===== src/rtl/wdt_pkg.sv =====
package wdt_pkg;
  localparam int ADDR_W   = 5;
  localparam int PS_W     = 5;
  localparam int CS_W     = 2;
  localparam int ON_BIT   = 15;
  localparam int PS_LSB   = 8;
  localparam int CS_LSB   = 6;
  localparam int WIN_BIT  = 0;
  localparam int FLAG_BIT = 4;
  localparam logic [15:0] SERVICE_KEY = 16'h5743;

  localparam logic [31:0] CTRL_MASK =
      (32'd1 << ON_BIT) | (32'((1 << PS_W) - 1) << PS_LSB) |
      (32'((1 << CS_W) - 1) << CS_LSB) | (32'd1 << WIN_BIT);

  localparam logic [ADDR_W-1:0] A_CTRL     = 5'h00;
  localparam logic [ADDR_W-1:0] A_CTRL_SET = 5'h04;
  localparam logic [ADDR_W-1:0] A_CTRL_CLR = 5'h08;
  localparam logic [ADDR_W-1:0] A_STAT     = 5'h10;
  localparam logic [ADDR_W-1:0] A_STAT_SET = 5'h14;
  localparam logic [ADDR_W-1:0] A_STAT_CLR = 5'h18;

  typedef struct packed {
    logic            run;
    logic            window;
    logic            kick;
    logic [PS_W-1:0] ps;
  } wdtStrobe_t;
endpackage


===== src/rtl/wdt_regs.sv =====
module wdt_regs
  import wdt_pkg::*;
(
  input  logic              clk,
  input  logic              rstN,
  input  logic [ADDR_W-1:0] busAddr,
  input  logic              busWr,
  input  logic [3:0]        busBe,
  input  logic [31:0]       busWdata,
  input  logic              toEvent,
  output wdtStrobe_t        strobe,
  output logic [31:0]       busRdata
);
  logic [31:0] ctrlQ, ctrlD, laneMask, maskedData;
  logic        flagQ, prevOn, blackout, wrOk, flagClr;

  assign blackout = prevOn & ~ctrlQ[ON_BIT];
  assign wrOk     = busWr & ~blackout;

  always_comb begin
    for (int i = 0; i < 4; i++) laneMask[8*i +: 8] = {8{busBe[i]}};
  end
  assign maskedData = busWdata & laneMask;

  always_comb begin
    ctrlD = ctrlQ;
    if (wrOk) begin
      case (busAddr)
        A_CTRL:     ctrlD = (ctrlQ & ~laneMask) | maskedData;
        A_CTRL_SET: ctrlD = ctrlQ | maskedData;
        A_CTRL_CLR: ctrlD = ctrlQ & ~maskedData;
        default:    ctrlD = ctrlQ;
      endcase
    end
    ctrlD = ctrlD & CTRL_MASK;
  end

  assign flagClr = wrOk && (busAddr == A_STAT_CLR) && maskedData[FLAG_BIT];

  always_ff @(posedge clk) begin
    if (!rstN) begin
      ctrlQ  <= '0;
      flagQ  <= 1'b0;
      prevOn <= 1'b0;
    end else begin
      ctrlQ  <= ctrlD;
      prevOn <= ctrlQ[ON_BIT];
      if (toEvent)      flagQ <= 1'b1;
      else if (flagClr) flagQ <= 1'b0;
    end
  end

  assign strobe.run    = ctrlQ[ON_BIT];
  assign strobe.window = ctrlQ[WIN_BIT];
  assign strobe.ps     = ctrlQ[PS_LSB +: PS_W];
  assign strobe.kick   = wrOk && (busAddr == A_CTRL) && (busBe == 4'b1100) &&
                         (busWdata[31:16] == SERVICE_KEY);

  always_comb begin
    busRdata = '0;
    if (!blackout) begin
      case (busAddr)
        A_CTRL, A_CTRL_SET, A_CTRL_CLR: busRdata = ctrlQ;
        A_STAT, A_STAT_SET, A_STAT_CLR: busRdata = 32'(flagQ) << FLAG_BIT;
        default:                        busRdata = '0;
      endcase
    end
  end


  blackout_chk: assert property (@(posedge clk) disable iff (!rstN)
    (blackout && busWr) |=> $stable(ctrlQ));


  flag_sticky_chk: assert property (@(posedge clk) disable iff (!rstN)
    (flagQ && !(busWr && busAddr == A_STAT_CLR && busBe[0] && busWdata[FLAG_BIT]))
      |=> flagQ);
endmodule


===== src/rtl/wdt_count.sv =====
module wdt_count
  import wdt_pkg::*;
#(
  parameter int PRE_DIV = 32,
  parameter int CNT_W   = 32
) (
  input  logic       clk,
  input  logic       rstN,
  input  wdtStrobe_t strobe,
  output logic       toEvent,
  output logic       rstReq
);
  localparam int PRE_W = $clog2(PRE_DIV);

  logic [PRE_W-1:0] preQ;
  logic [CNT_W-1:0] cntQ, tcVal;
  logic             tick, early, violate, expire, rstReqQ;

  assign tick    = (preQ == PRE_W'(PRE_DIV - 1));
  assign tcVal   = ~({CNT_W{1'b1}} << strobe.ps);
  assign early   = (strobe.ps != '0) && (cntQ <= (tcVal >> 1));
  assign violate = strobe.run & strobe.kick & strobe.window & early;
  assign expire  = strobe.run & tick & (cntQ >= tcVal) & ~strobe.kick;
  assign toEvent = violate | expire;

  always_ff @(posedge clk) begin
    if (!rstN) begin
      preQ    <= '0;
      cntQ    <= '0;
      rstReqQ <= 1'b0;
    end else begin
      rstReqQ <= toEvent;
      if (!strobe.run || strobe.kick || toEvent) begin
        preQ <= '0;
        cntQ <= '0;
      end else begin
        preQ <= tick ? '0 : preQ + 1'b1;
        if (tick) cntQ <= cntQ + 1'b1;
      end
    end
  end

  assign rstReq = rstReqQ;


  off_hold_chk: assert property (@(posedge clk) disable iff (!rstN)
    !strobe.run |=> (cntQ == '0 && preQ == '0 && !rstReqQ));


  key_wins_chk: assert property (@(posedge clk) disable iff (!rstN)
    (strobe.run && strobe.kick && !strobe.window) |=> !rstReqQ);


  pulse_src_chk: assert property (@(posedge clk) disable iff (!rstN)
    rstReqQ |-> ($past(strobe.kick) || $past(preQ) == PRE_W'(PRE_DIV - 1)));
endmodule


===== src/rtl/keyed_watchdog.sv =====
module keyed_watchdog
  import wdt_pkg::*;
#(
  parameter int PRE_DIV = 32,
  parameter int CNT_W   = 32
) (
  input  logic              clk,
  input  logic              rstN,
  input  logic [ADDR_W-1:0] busAddr,
  input  logic              busWr,
  input  logic [3:0]        busBe,
  input  logic [31:0]       busWdata,
  output logic [31:0]       busRdata,
  output logic              rstReq
);
  wdtStrobe_t strobe;
  logic       toEvent;

  wdt_regs u_regs (
    .clk(clk), .rstN(rstN), .busAddr(busAddr), .busWr(busWr), .busBe(busBe),
    .busWdata(busWdata), .toEvent(toEvent), .strobe(strobe), .busRdata(busRdata)
  );

  wdt_count #(.PRE_DIV(PRE_DIV), .CNT_W(CNT_W)) u_count (
    .clk(clk), .rstN(rstN), .strobe(strobe), .toEvent(toEvent), .rstReq(rstReq)
  );


  reset_quiet_chk: assert property (@(posedge clk)
    !rstN |=> !rstReq);
endmodule


===== config.mk =====
export PLATFORM = sky130hd
export DESIGN_NAME = keyed_watchdog
export DESIGN_NICKNAME = d
export VERILOG_FILES = /design/src/rtl/wdt_pkg.sv /design/src/rtl/wdt_regs.sv /design/src/rtl/wdt_count.sv /design/src/rtl/keyed_watchdog.sv
export SDC_FILE = /design/constraint.sdc
export NUM_CORES = 1
export LEC_CHECK = 0
export BUFFER_PORTS_ARGS = -buffer_cell sky130_fd_sc_hd__buf_2
export CORE_ASPECT_RATIO = 1.2
export CORE_MARGIN = 2
export CORE_UTILIZATION = 61
export DETAILED_ROUTE_END_ITERATION = 8
export HOLD_SLACK_MARGIN = 0.12
export PLACE_DENSITY_LB_ADDON = 0.15
export SETUP_SLACK_MARGIN = 0.4
export SLEW_MARGIN = 30
export SYNTH_ARGS = -nofsm -noshare
export SYNTH_HDL_FRONTEND = slang
export SYNTH_SLANG_ARGS = --single-unit

===== constraint.sdc =====
create_clock -name clk -period 4.7 [get_ports clk]
set_input_delay 0.47 -clock clk [delete_from_list [all_inputs] [get_ports clk]]
set_output_delay 0.47 -clock clk [all_outputs]
set_load 0.005 [all_outputs]

==> impl_metrics.csv <==
group,metric,value,unit
logic_synthesis,synth_edf_count,0,
clock_tree,ctsHoldBuffers,0,
outcome,status,"complete, no violations",
clock_tree,cts_sinks,49,
placed_design,io_buffers,48,
pwr,power.static_leakage,0.00192,uW
worst_hold_path,hold_depth,3,
floorplanning,rows,32,
clock_tree,root_buffer,"clkbuf_8",
logic_synthesis,synth_cell_types,49,
sta,finClkSkew,0.0107,ns
clock_tree,path_clk_slew,0.09,ns
critical_path,cp.required,4.93,ns
floorplanning,die_y,92.5,um
clock_tree,htree_num_levels,2,
routing,routed-via-count,3507,
sta,fmax,0.274,GHz
routing,drt-total-wl,9220,um
critical_path,path_class,"reg -> reg",
clock_tree,post_cts_resized,0,
floorplanning,die_area,0.00719,sq mm
global_route,grt_pass1_wl,15300,um
cells_and_area,seq_area,981,sq um
sta,period_share,77.8,%
cells_and_area,area_growth,8.33,%
global_route,use_met3,3.12,%
cells_and_area,fill_cells,538,
floorplanning,ios,77,
run,maxCapViolCount,0,
worst_hold_path,hp-class,"in -> reg",
sta,hold_viol,0,
routing,dr.first_iter.drc_count,180,
sta,fin_hold_ws,0.406,ns
floorplanning,core_area,0.00637,sq mm
clock_tree,post_cts_buffers,0,
clock_tree,clk_latency,0.31,ns
routing,via_per_inst,5.67,
cells_and_area,drive_above_1_share,12.8,%
pwr,power,788,uW
critical_path,critPathMaxFanout,32,
critical_path,crit_arrival,3.89,ns
sta,tightest_slew,0.973,ns
global_route,grt_busiest_layer,"met2",
cells_and_area,finalNetCount,639,
logic_synthesis,avgSynthCellArea,8.14,sq um
logic_synthesis,synth_flop_cell,"dfxtp_1",
clock_tree,cts_buffer_depth,2,
logic_synthesis,yosysSeqAreaShare,24.6,%
global_route,first_global_vias,3416,
routing,remaining_drc_errors,0,
placed_design,dp_hpwl,7270,um
sta,setup-tns-final,0,ns
sta,min_period,3.65,ns
global_route,grt_usage,26.4,%
global_route,use_met2,48.5,%
clock_tree,cts_tree,"done",
floorplanning,initial_core_util,62.5,%
placed_design,gp_congestion,0.865,
cells_and_area,antennaDiodeCount,0,
logic_synthesis,ys_ff_latch,49,
global_route,grt-ovfl-total,0,
cells_and_area,multi_input_area,0.00280,sq mm
pwr,ir_drop,127,uV
clock_tree,cts_buffers,5,
global_route,grt_antenna_before_repair,0,
logic_synthesis,synth_cells,489,
global_route,grt_max_degree,33,
sta,maxSlewViolCount,0,
routing,routedWlPerCell,14.9,um
logic_synthesis,syn_area,0.00398,sq mm
floorplanning,fp.dieW,77.8,um
sta,relSlewSlack,34.5,%
logic_synthesis,synth_warnings,0,
pwr,pwr_density_cell,183,mW/mm^2
logic_synthesis,ys_async_sr_fraction,0,%
sta,finalSetupViolations,0,
global_route,use_met1,30.7,%
routing,first_pass_iters,5,
critical_path,setup.worst_path.end_class,"flip-flop",
routing,final_antenna_net_count,0,
critical_path,rr_worst_depth,10,
sta,rsz0062_at_grt,"no",
critical_path,startpoint_type,"flip-flop",
==> per-layer routing <==
metal / wire (um) / vias up
met5: 0 / -
met4: 248 / 0
met3: 389 / 17
met2: 4680 / 98
met1: 3900 / 1605
li1: - / 1787
==> synthesized netlist by cell type, drive strengths merged, types with 4 or more instances <==
| cell type | instances | area, sq um |
|---|---|---|
| a21o | 9 | 67.6 |
| a21oi | 28 | 140 |
| a31oi | 5 | 31.3 |
| and2 | 11 | 68.8 |
| and3 | 8 | 50.1 |
| and4 | 5 | 43.8 |
| buf | 29 | 198 |
| clkbuf | 6 | 22.5 |
| dfxtp | 49 | 981 |
| ha | 63 | 788 |
| inv | 15 | 56.3 |
| nand2 | 31 | 116 |
| nand2b | 5 | 31.3 |
| nand3 | 18 | 90.1 |
| nand4 | 19 | 119 |
| nor2 | 65 | 244 |
| nor3 | 4 | 20.0 |
| nor4 | 4 | 25.0 |
| o211ai | 5 | 37.5 |
| o21a | 4 | 30.0 |
| o21ai | 20 | 100 |
| or2 | 8 | 50.1 |
| or3 | 4 | 25.0 |
| xnor2 | 15 | 131 |
| xor2 | 28 | 245 |
==> area by class of cell <==
class                      instances  share of cell area (%)
multi-input combinational        411                    65.0
sequential                        49                    22.7
timing repair buffer              50                    5.92
tap                               85                    2.47
clock buffer                       6                    1.68
inverter                          15                    1.31
clock inverter                     2                   0.899
==> power breakdown <==
part	internal [uW]	switching [uW]	leakage, uW
Clock	160	145	0.0000554
Combinational	30.8	35.0	0.00147
Sequential	416	1.77	0.000395
Total	606	181	0.00192
==> state kept, by name, summed over array words and instances (netlist names) <==
name	cells
u_regs.ctrlQ	9
u_regs.prevOn	1
u_regs.flagQ	1
u_count.rstReq	1
u_count.cntQ	32
u_count.preQ	5
==> stage by stage <==
step           cell area [sq um]  std cells  setup slack [ns]  utilization (%)
6_report                    4310        618              1.05             67.7
5_1_grt                     4310        618             0.808             67.7
4_1_cts                     4310        618              1.13             67.7
3_5_place_dp                4200        610              1.15             66.0
3_3_place_gp                4200        610              1.15             66.0
2_1_floorplan               4060        510              1.51                -
==> critical path, stage by stage, from the launching register on <==
cell       delay (ns)
dfxtp_1          0.71
and2_1           0.31
nand2_1          0.12
ha_1             0.33
a21oi_1          0.24
a21oi_1          0.10
a2111oi_0        0.72
o2111ai_1        0.29
a211o_1          0.35
buf_4            0.24
nor2_1           0.17
==> worst paths after layout <==
| kind | start | end | slack (ns) |
|---|---|---|---|
| max | u_regs.ctrlQ[11] | u_count.cntQ[22] | 1.05 |
| min reg2reg | u_count.preQ[0] | u_count.preQ[0] | 0.46 |
| min | busWdata[9] | u_regs.ctrlQ[9] | 0.41 |
| max reg2reg | u_regs.ctrlQ[11] | u_count.cntQ[22] | 1.05 |
==> cell families after synthesis <==
kind of cell	synth area share, %
AND/OR/NAND/NOR	24.8
multiplexers	0.251
flip-flops	24.6
buffers and inverters	6.95
adder cells (fa/ha/maj)	20.1
XOR/XNOR	9.46
AO/OA/AOI/OAI	13.8
other	0.0942
==> layout by cell type (no fill, tap or decap), types with 4 or more instances in the layout <==
| cell | n |
|---|---|
| and2_1 | 11 |
| nand2_1 | 31 |
| clkbuf_8 | 5 |
| and4_1 | 5 |
| nand3_1 | 18 |
| nand4_1 | 19 |
| nor4_1 | 4 |
| a21o_1 | 9 |
| inv_1 | 15 |
| and3_1 | 8 |
| or3_1 | 4 |
| or2_2 | 8 |
| nor2_1 | 65 |
| conb_1 | 22 |
| buf_2 | 48 |
| o211ai_1 | 5 |
| nand2b_1 | 5 |
| a31oi_1 | 5 |
| a21oi_1 | 28 |
| o21a_1 | 4 |
| nor3_1 | 4 |
| dfxtp_1 | 49 |
| ha_1 | 63 |
| o21ai_0 | 20 |
| xnor2_1 | 15 |
| xor2_1 | 28 |
Power figures use the tool's default switching activity.
